## config.mk

```make
export PLATFORM = sky130hd
export DESIGN_NAME = modclk_ctrl
export DESIGN_NICKNAME = d
export VERILOG_FILES = /design/src/rtl/modclk_pkg.sv /design/src/rtl/modclk_regs.sv /design/src/rtl/modclk_div.sv /design/src/rtl/modclk_gate.sv /design/src/rtl/modclk_ctrl.sv
export SDC_FILE = /design/constraint.sdc
export NUM_CORES = 1
export LEC_CHECK = 0
export ABC_AREA = 1
export BUFFER_PORTS_ARGS = -buffer_cell sky130_fd_sc_hd__buf_2
export CAP_MARGIN = 5
export CORE_MARGIN = 1
export CORE_UTILIZATION = 46
export DETAILED_ROUTE_END_ITERATION = 12
export PLACE_DENSITY = 0.82
export SLEW_MARGIN = 15
export SYNTH_ARGS = -nofsm -noshare
export SYNTH_HDL_FRONTEND = slang
export SYNTH_SLANG_ARGS = --single-unit
export TNS_END_PERCENT = 30
```

## constraint.sdc

```tcl
create_clock -name clk -period 2.3 [get_ports clk]
set_clock_uncertainty 0.1 [all_clocks]
set_input_delay 0.575 -clock clk [delete_from_list [all_inputs] [get_ports clk]]
set_output_delay 0.575 -clock clk [all_outputs]
set_load 0.01 [all_outputs]
```

## src/rtl/modclk_pkg.sv

```systemverilog
// Package: shared field positions and the configuration record of the
// module clock controller. Assumes a 32-bit control word.
package modclk_pkg;
    localparam int DIV_W     = 8;
    localparam int DIV_LSB   = 8;
    localparam int BIT_SUSP  = 2;
    localparam int BIT_SLEEP = 3;
    localparam int BIT_KEY   = 4;
    localparam int BIT_FAST  = 5;

    typedef struct packed {
        logic [DIV_W-1:0] div;
        logic             fast_off;
        logic             sleep_dis;
        logic             susp_en;
    } cfg_t;
endpackage

```

## src/rtl/modclk_regs.sv

```systemverilog
// Control register: stores divisor, sleep-disregard, suspend-allow and
// stop-style fields. Suspend-allow and stop-style change only when the
// key bit is set in the same write. Flags writes that change the divisor.
// Assumes DATA_W is at least DIV_LSB + DIV_W.
module modclk_regs
    import modclk_pkg::*;
#(
    parameter int DATA_W = 32
) (
    input  logic              clk,
    input  logic              rst_n,
    input  logic              wr_en,
    input  logic [DATA_W-1:0] wr_data,
    input  logic              rd_en,
    output logic [DATA_W-1:0] rd_data,
    output cfg_t              cfg,
    output logic              div_load
);
    logic [DATA_W-1:0] img;
    logic [DIV_W-1:0]  new_div;
    logic              unused_bits;

    assign new_div     = wr_data[DIV_LSB +: DIV_W];
    assign unused_bits = ^{wr_data[1:0], wr_data[7:6], wr_data[DATA_W-1:DIV_LSB+DIV_W]};

    // Store fields; guarded bits follow the write only with the key set.
    always_ff @(posedge clk) begin
        if (!rst_n) begin
            cfg <= '0;
        end else if (wr_en) begin
            cfg.div       <= new_div;
            cfg.sleep_dis <= wr_data[BIT_SLEEP];
            if (wr_data[BIT_KEY]) begin
                cfg.susp_en  <= wr_data[BIT_SUSP];
                cfg.fast_off <= wr_data[BIT_FAST];
            end
        end
    end

    // Restart the divider whenever a write changes the divisor.
    always_comb div_load = wr_en && (new_div != cfg.div);

    // Build the read image; key and reserved bits are zero.
    always_comb begin
        img                       = '0;
        img[DIV_LSB +: DIV_W]     = cfg.div;
        img[BIT_SUSP]             = cfg.susp_en;
        img[BIT_SLEEP]            = cfg.sleep_dis;
        img[BIT_FAST]             = cfg.fast_off;
        rd_data                   = rd_en ? img : '0;
    end
endmodule

```

## src/rtl/modclk_div.sv

```systemverilog
// Divider: counts 0..div-1 and flags the last count as a tick. A divisor
// of zero holds the count at zero with no tick. load restarts the count.
module modclk_div #(
    parameter int DIV_W = 8
) (
    input  logic             clk,
    input  logic             rst_n,
    input  logic [DIV_W-1:0] div,
    input  logic             load,
    output logic             tick
);
    localparam logic [DIV_W-1:0] ONE = DIV_W'(1);

    logic [DIV_W-1:0] cnt;
    logic             last;

    // Mark the final count of the period.
    always_comb begin
        last = (div != '0) && (cnt == div - ONE);
        tick = last;
    end

    // Advance, wrap, or restart the period count.
    always_ff @(posedge clk) begin
        if (!rst_n) begin
            cnt <= '0;
        end else if (load || (div == '0) || last) begin
            cnt <= '0;
        end else begin
            cnt <= cnt + ONE;
        end
    end
endmodule

```

## src/rtl/modclk_gate.sv

```systemverilog
// Gate: passes ticks unless a stop is in force. An orderly stop takes
// effect after the next tick has passed; a fast suspend stop takes effect
// one cycle after the request. Dropping the request clears the stop at
// the next edge.
module modclk_gate (
    input  logic clk,
    input  logic rst_n,
    input  logic tick,
    input  logic sleep_req,
    input  logic susp_req,
    input  logic sleep_dis,
    input  logic susp_en,
    input  logic fast_off,
    output logic en
);
    logic halted;
    logic stop_req;
    logic fast_path;

    // Decode which requests are honoured and which stop style applies.
    always_comb begin
        stop_req  = (sleep_req && !sleep_dis) || (susp_req && susp_en);
        fast_path = susp_req && susp_en && fast_off;
    end

    // Track the stopped state.
    always_ff @(posedge clk) begin
        if (!rst_n) begin
            halted <= 1'b0;
        end else if (!stop_req) begin
            halted <= 1'b0;
        end else if (fast_path || tick) begin
            halted <= 1'b1;
        end
    end

    // Drive the strobe.
    always_comb en = tick && !halted;
endmodule

```

## src/rtl/modclk_ctrl.sv

```systemverilog
// Top: peripheral module clock controller. Connects the control register,
// the divider and the stop gate. Assumes sleep_req and susp_req are
// synchronous to clk.
module modclk_ctrl
    import modclk_pkg::*;
#(
    parameter int DATA_W = 32
) (
    input  logic              clk,
    input  logic              rst_n,
    input  logic              wr_en,
    input  logic [DATA_W-1:0] wr_data,
    input  logic              rd_en,
    output logic [DATA_W-1:0] rd_data,
    input  logic              sleep_req,
    input  logic              susp_req,
    output logic              mod_clk_en
);
    cfg_t cfg;
    logic div_load;
    logic tick;

    modclk_regs #(.DATA_W(DATA_W)) u_regs (
        .clk      (clk),
        .rst_n    (rst_n),
        .wr_en    (wr_en),
        .wr_data  (wr_data),
        .rd_en    (rd_en),
        .rd_data  (rd_data),
        .cfg      (cfg),
        .div_load (div_load)
    );

    modclk_div #(.DIV_W(DIV_W)) u_div (
        .clk   (clk),
        .rst_n (rst_n),
        .div   (cfg.div),
        .load  (div_load),
        .tick  (tick)
    );

    modclk_gate u_gate (
        .clk       (clk),
        .rst_n     (rst_n),
        .tick      (tick),
        .sleep_req (sleep_req),
        .susp_req  (susp_req),
        .sleep_dis (cfg.sleep_dis),
        .susp_en   (cfg.susp_en),
        .fast_off  (cfg.fast_off),
        .en        (mod_clk_en)
    );
endmodule

```

==> impl_metrics.json, run 1 <==
{
  "muxShareOfSynthArea_pct": 0,
  "post-route-period-util_pct": 104,
  "fillcell_total": 301,
  "die_height_um": 58.7,
  "dp_hpwl_um": 2010,
  "setup.worst_path.end_class": "output port",
  "critical_path_arrival_ns": 1.71,
  "core_sq_um": 3050,
  "critPathLaunchType": "flip-flop",
  "routed_wirelength_um": 2660,
  "timing.critical_path.from": "u_regs.cfg[3]$_SDFFE_PN0P_",
  "cts_max_level": 1,
  "synth_simple_gate_area_share_pct": 31.4,
  "design.portCount": 71,
  "hold_start": "wr_data[3]",
  "timing.setup.critical_path_class": "reg2out",
  "worst_path_largest_cell_delay_ns": 0.35,
  "layout.nets": 290,
  "worst_skew_pair.late_latency_ns": 0.30,
  "final-hold-violation-count": 0,
  "floorplan.rows": 20,
  "largest_driver_fanout_on_the_critical_path": 2,
  "grt_antenna_before_repair": 0,
  "synth-compound-area-share_pct": 7.88,
  "crit_chain": "inv_2, ha_4, xor2_1, nand2_1, nor2_2, nand3_2, nor2_4, nand2_4, nor2_1, buf_2",
  "clkSlewWorstSetupHoldPaths_ns": 0.12,
  "synthDistinctLibCells": 26,
  "leakagePower_uw": 0.000867,
  "layout_common_cells": "nand2_1, inv_1, buf_2, conb_1",
  "yosys_warning_total": 0,
  "power.density_cell_area_nw_per_um2": 484,
  "numPortBuffers": 29,
  "grt.total_usage_pct": 16.3,
  "setup_slack_ns": -0.0814,
  "worst-endpoint-required_ns": 1.62,
  "layout-drive-gt1-share_pct": 26.9,
  "combined_area_of_the_multi_input_logic_cells_sq_um": 861,
  "drt_pass1_iterations": 4,
  "worst_ir_drop_vdd_v": 0.000372,
  "final_antenna_net_count": 0,
  "cts_tree": "built",
  "timing.fmax_mhz": 420,
  "grt-busiest-layer": "met2",
  "min_to": "u_regs.cfg[1]$_SDFFE_PN0P_",
  "gp_congestion": 0.878,
  "gate_family_responsible_for_the_most_delay_along_the_worst_path": "simple AND/OR/NAND/NOR gates",
  "ys_seq_elements": 20,
  "design.die.area_sq_um": 3440,
  "r2r-end": "u_div.cnt[0]$_SDFF_PP0_",
  "initial_core_util_pct": 48.4,
  "holdCritPathClass": "in2reg",
  "status": "complete, but fails checks",
  "maximum_number_of_pins_on_one_net_before_global_route_repair": 14,
  "area.sequential_sq_um": 404,
  "detailed_router_s_first_iteration_violation_count": 41,
  "syn-cell-area_sq_um": 1480,
  "detail_route.drc_violations": 0,
  "sum_neg_setup_slack_ns": -0.0814,
  "grtUsageMet2_pct": 28.7,
  "final-max-slew-violation-count": 0,
  "maximum_capacitance_violations": 0,
  "antenna_cells_inserted": 0,
  "cp_num_buf_inv": 2,
  "floorplan.die.width_um": 58.7,
  "areaGrowthSynthToFinish_pct": 12.4,
  "number_of_global_route_vias_before_repair": 1041,
  "synth-seq-area-share_pct": 27.1,
  "failing_checks": "negative setup slack",
  "vias_cell": 4.32,
  "detailroute.via_count": 1267,
  "cts_made_buffers": 3,
  "timing.critical_path.slowest_stage_cell": "dfxtp_2",
  "synthesis.instances": 219,
  "avgSynthCellArea_sq_um": 6.74,
  "global_route.overflow_total": 0,
  "rsz0062_at_grt": "yes",
  "rr_worst_depth": 11,
  "grt_use_met1_pct": 19.4,
  "layout.cells.most_common": "nand2_1",
  "post-route-min-period_ns": 2.38,
  "grt_first_pass_wirelength_um": 4320,
  "synth_xor_area_share_pct": 10.7,
  "dominant_combinational_cell_family_by_area_after_synthesis": "simple AND/OR/NAND/NOR gates",
  "cts-root-buf": "clkbuf_4",
  "reg2reg_slack_ns": 0.61,
  "met3_usage_pct": 3.74,
  "power.total_uw": 802,
  "crit-reg2reg-launch": "u_regs.cfg[3]$_SDFFE_PN0P_",
  "whs_path_depth": 3,
  "cts_hold_buf": 0,
  "setup_viol_count_final": 1,
  "number_of_sinks_driven_by_the_clock_tree": 20,
  "synthAdderAreaFrac_pct": 1.69,
  "clock_tree.buffer_depth": 2,
  "avgRoutedWirePerCell_um": 9.09
}
## area by class of cell
cell class / count / share of cell area (%)
clock buffers: 4 / 2.19
well taps: 44 / 3.32
inverters: 34 / 7.69
multi-input cells: 158 / 51.9
repair buffers: 33 / 10.6
flip-flops and latches: 20 / 24.4
## per-layer routing
metal / vias to the layer above / share of wire [%]
met5: - / 0
met4: 0 / 0.68
met3: 2 / 4.8
met2: 43 / 47
met1: 541 / 48
li1: 681 / -
## report_power, final
| part | switching, uW | leakage, uW | internal [uW] |
|---|---|---|---|
| Combinational | 127 | 0.000681 | 83.0 |
| Sequential | 22.1 | 0.000165 | 363 |
| Clock | 111 | 0.0000210 | 96.5 |
| Total | 260 | 0.000867 | 542 |
## synthesized netlist by cell type, drive strengths merged
master,number,share of area [%]
nor2,31,11
o21ai,12,4.1
a31o,1,0.59
buf,24,12
ha,2,1.7
nand3,16,5.8
nand2,46,13
xnor2,10,5.9
dfxtp,20,27
nor3,1,0.34
inv,34,8.6
nand4,2,0.85
a21oi,8,3.2
xor2,8,4.7
clkbuf,3,0.76
conb,1,0.25
## worst register-to-register path, stage by stage (launching register included)
cell and delay (ns):
dfxtp_2 0.35, inv_2 0.05, ha_4 0.25, xor2_1 0.13, nand2_1 0.08, nor2_2 0.09, nand3_2 0.09, nor2_4 0.11
nand2_4 0.05, buf_4 0.15, nand2_8 0.10, nor2_2 0.04
## worst max-delay path by stage
stage | endpoint | depth (start not counted)
3_3_place_gp | mod_clk_en | 10
2_1_floorplan | mod_clk_en | 9
6_report | mod_clk_en | 10
5_1_grt | mod_clk_en | 10
3_5_place_dp | mod_clk_en | 10
4_1_cts | mod_clk_en | 10
## flip-flops by register name, summed over array words and instances (netlist names)
name,flops
u_regs.cfg,11
u_gate.halted,1
u_div.cnt,8
## logic make-up (layout without fill, tap and decap cells)
kind of cell	after synthesis	in the layout
and+or+nand+nor	96	96
xor gates and xnor gates	18	18
DFF	20	20
adders and majority gates	2	2
AOI/OAI and AO/OA	21	21
buffers and inverters	61	71
other	1	21
## through the flow
step                      instance area, sq um  setup WS [ns]  hold WS (ns)  util (%)  cells
after floorplan                           1550         0.0986         0.349         -    239
after global placement                    1590          0.108         0.365      52.1    288
after detailed placement                  1590          0.101         0.378      52.1    288
after CTS                                 1650         -0.134         0.392      54.1    293
after global routing                      1660         -0.186         0.408      54.3    293
final                                     1660        -0.0814         0.392      54.3    293
## timing repair
| item | CTS | global route |
|---|---|---|
| pin swaps | 5 | 1 |
| buffers inserted | 1 | 0 |
| endpoints found under the setup margin | 1 | 1 |
| gates resized for setup | 5 | 3 |
(Power assumes the default switching activity.)
==> inputs of run 2 (changes only) <==
- PLACE_DENSITY: 0.82 -> 0.79
- SYNTH_HIERARCHICAL: unset -> 1
==> run 2 against run 1 <==
Against the previous run: the flow still finishes with violations (negative setup slack); setup slack lost 0.17 ns; non-clock buffer count grew 1; count of clock-buffer cells in the layout is the same; power shrank 0.51%; via count grew 13%; cell count grew 12%; die area grew 1.9%; fmax shrank 6.7%; critical endpoint unchanged.
==> impl_metrics.json, run 2 <==
{
  "synthesis.instances": 252,
  "timing.setup.critical_path_class": "reg2out",
  "avgRoutedWirePerCell_um": 8.91,
  "dp_hpwl_um": 2140,
  "layout_common_cells": "nand2_1, inv_1, nor2_1, buf_2, conb_1",
  "clock_tree.buffer_depth": 2,
  "final_antenna_net_count": 0,
  "layout.nets": 326,
  "number_of_sinks_driven_by_the_clock_tree": 20,
  "floorplan.die.width_um": 59.2,
  "placedInstanceArea_sq_um": 1620,
  "critPathCapture": "mod_clk_en",
  "switchingPower_uw": 259,
  "post-route-period-util_pct": 111,
  "power_report.internal_total_uw": 539,
  "global_route.overflow_total": 0,
  "cts-root-buf": "clkbuf_4",
  "layout-drive-gt1-share_pct": 21.4,
  "flip_flop_count_of_the_largest_register_all_copies_and_words_added": 11,
  "cts_max_level": 1,
  "yosys_warning_total": 6,
  "die_height_um": 59.2,
  "timing.fmax_mhz": 392,
  "worst-endpoint-required_ns": 1.62,
  "post-route-min-period_ns": 2.55,
  "registers.top_by_ff_count": "u_regs/cfg",
  "final-max-slew-violation-count": 0,
  "post-synth-top-count-cell": "nand2_1",
  "grt.total_usage_pct": 17.9,
  "gp_congestion": 0.868,
  "grt_antenna_before_repair": 0,
  "design.die.area_sq_um": 3500,
  "rr_worst_depth": 16,
  "holdCritPathClass": "in2reg",
  "rsz0062_at_grt": "yes",
  "netSwitchingFraction_pct": 32.5,
  "maximum_capacitance_violations": 0,
  "grt_first_pass_wirelength_um": 4770,
  "core_sq_um": 3080,
  "synth-edff-count": 0,
  "routed_wirelength_um": 2930,
  "main_synth_ff_type": "dfxtp_1",
  "maximum_number_of_pins_on_one_net_before_global_route_repair": 19,
  "crit_chain": "inv_2, ha_4, nand2_2, inv_1, nor2_1, nand2_1, nor2_1, nand3_1, nor2_1, nand3_2, inv_2, inv_2, nor2_1, buf_2",
  "worst_skew_pair.late_latency_ns": 0.31,
  "synth-seq-area-share_pct": 26.6,
  "detail_route.drc_violations": 0,
  "synth.top_cells.by_area": "dfxtp_1, nand2_1, inv_1, buf_4, nor2_1",
  "areaGrowthSynthToFinish_pct": 13.1,
  "setup.worst_path.end_class": "output port",
  "antenna_cells_inserted": 0,
  "largest_registers": "u_regs/cfg x11, u_div/cnt x8, u_gate/halted x1",
  "library_cell_occupying_the_most_area_in_the_post_synthesis_netlist": "dfxtp_1",
  "post_synth_most_frequent_cells": "nand2_1, inv_1, nor2_1",
  "largest_driver_fanout_on_the_critical_path": 2,
  "layout.cells.most_common": "nand2_1",
  "number_of_global_route_vias_before_repair": 1162,
  "power.density_cell_area_nw_per_um2": 469,
  "p_seq_share_pct": 48.3,
  "cts_made_buffers": 3,
  "numPortBuffers": 29,
  "design.portCount": 71,
  "detailed_router_s_first_iteration_violation_count": 56,
  "postSynth.asyncResetShare_pct": 0,
  "timing.critical_path.from": "u_regs/cfg[4]$_SDFFE_PN0P_",
  "status": "complete, but fails checks",
  "reg2reg_slack_ns": 0.51,
  "worst_path_largest_cell_delay_ns": 0.35,
  "final-hold-violation-count": 0,
  "critical_path_arrival_ns": 1.88,
  "combinationalPowerShare_pct": 25.7,
  "r2r-end": "u_gate/halted$_SDFFE_PN0P_",
  "detailroute.via_count": 1437,
  "finalInstanceArea_sq_um": 1700,
  "failing_checks": "negative setup slack",
  "worst_ir_drop_vdd_v": 0.000323,
  "drt_pass1_iterations": 4,
  "power.total_uw": 798,
  "setup_slack_ns": -0.252,
  "syn-cell-area_sq_um": 1510,
  "crit_top_cell": "nor2_1",
  "timing.critical_path.slowest_stage_cell": "dfxtp_2",
  "setup_viol_count_final": 1,
  "crit-reg2reg-launch": "u_regs/cfg[4]$_SDFFE_PN0P_",
  "synthDominantCellAreaShare_pct": 26.6,
  "cts_tree": "built",
  "critPathLaunchType": "flip-flop",
  "initial_core_util_pct": 48.9,
  "floorplan.rows": 20,
  "vias_cell": 4.37,
  "power.share.clock_pct": 26.0,
  "leakagePower_uw": 0.000985,
  "clkSlewWorstSetupHoldPaths_ns": 0.11,
  "synthDistinctLibCells": 22,
  "ys_seq_elements": 20,
  "avgSynthCellArea_sq_um": 5.97
}
## run 2: cell count changes after synthesis, sizes merged, moves of 3 or more
cell / before / now
nand2: 46 / 70
nand3: 16 / 10
inv: 34 / 46
xor2: 8 / 5
nor2: 31 / 45
xnor2: 10 / 4
## run 2: critical path, delay by kind of cell, from the launching register on
kind	cells	cell delay, ns
buf+inv	5	0.31
flops	1	0.35
fa+ha+maj	1	0.24
simple gates	8	0.67
## run 2: metrics by stage
stage	setup TNS, ns	cells	setup WS, ns	hold WS (ns)	util [%]
final	-0.252	329	-0.252	0.382	55.3
after global routing	-0.323	329	-0.323	0.400	55.3
after CTS	-0.266	329	-0.266	0.373	54.5
after detailed placement	0	324	0.0277	0.371	52.6
after global placement	0	324	0.0542	0.363	52.6
after floorplan	0	272	0.00989	0.342	-
## run 2: worst min path at each step
stage                                        from                    endpoint  slack (ns)  cells past startpoint
after floorplan           u_div/cnt[0]$_SDFF_PP0_     u_div/cnt[0]$_SDFF_PP0_        0.34                      1
after global placement    u_div/cnt[0]$_SDFF_PP0_     u_div/cnt[0]$_SDFF_PP0_        0.36                      1
after detailed placement  u_div/cnt[0]$_SDFF_PP0_     u_div/cnt[0]$_SDFF_PP0_        0.37                      1
after CTS                              wr_data[3]  u_regs/cfg[1]$_SDFFE_PN0P_        0.37                      3
after global routing                   wr_data[3]  u_regs/cfg[1]$_SDFFE_PN0P_        0.40                      3
final                                  wr_data[3]  u_regs/cfg[1]$_SDFFE_PN0P_        0.38                      3
## run 2: area by class of cell
class	instances	area (sq um)
repair buffers	34	183
fillers	318	1380
multi-input cells	181	847
well taps	44	55.1
inverters	46	173
flip-flops and latches	20	408
clock buffers	4	36.3
## run 2: routing by layer
layer	wire [um]	track usage [%]
met3	166	3.93
met1	1420	22.9
met4	38	4.08
met5	0	0
met2	1310	30.5
## run 2: cell families (layout without fill, tap and decap cells)
family | after synthesis | in the layout | synth area share (%)
and+or+nand+nor | 129 | 129 | 35.3
buffers and inverters | 71 | 84 | 24.3
AOI/OAI and AO/OA | 20 | 20 | 6.65
DFF | 20 | 20 | 26.6
xor gates and xnor gates | 9 | 9 | 5.24
adders and majority gates | 2 | 2 | 1.66
other | 1 | 21 | 0.249
## run 2: timing repair
item	4_1_cts	5_1_grt
setup endpoints to repair	1	1
gates cloned	0	0
pin swaps	8	5
gates resized for setup	6	12
setup buffers	1	0
hold buffers	0	0
## run 2: power by group through the flow
stage | Sequential, uW | Combinational, uW | Clock (uW)
final | 385 | 205 | 208
after global routing | 390 | 233 | 234
after CTS | 384 | 194 | 216
after detailed placement | 390 | 188 | 0
after global placement | 390 | 184 | 0
after floorplan | 387 | 167 | 0
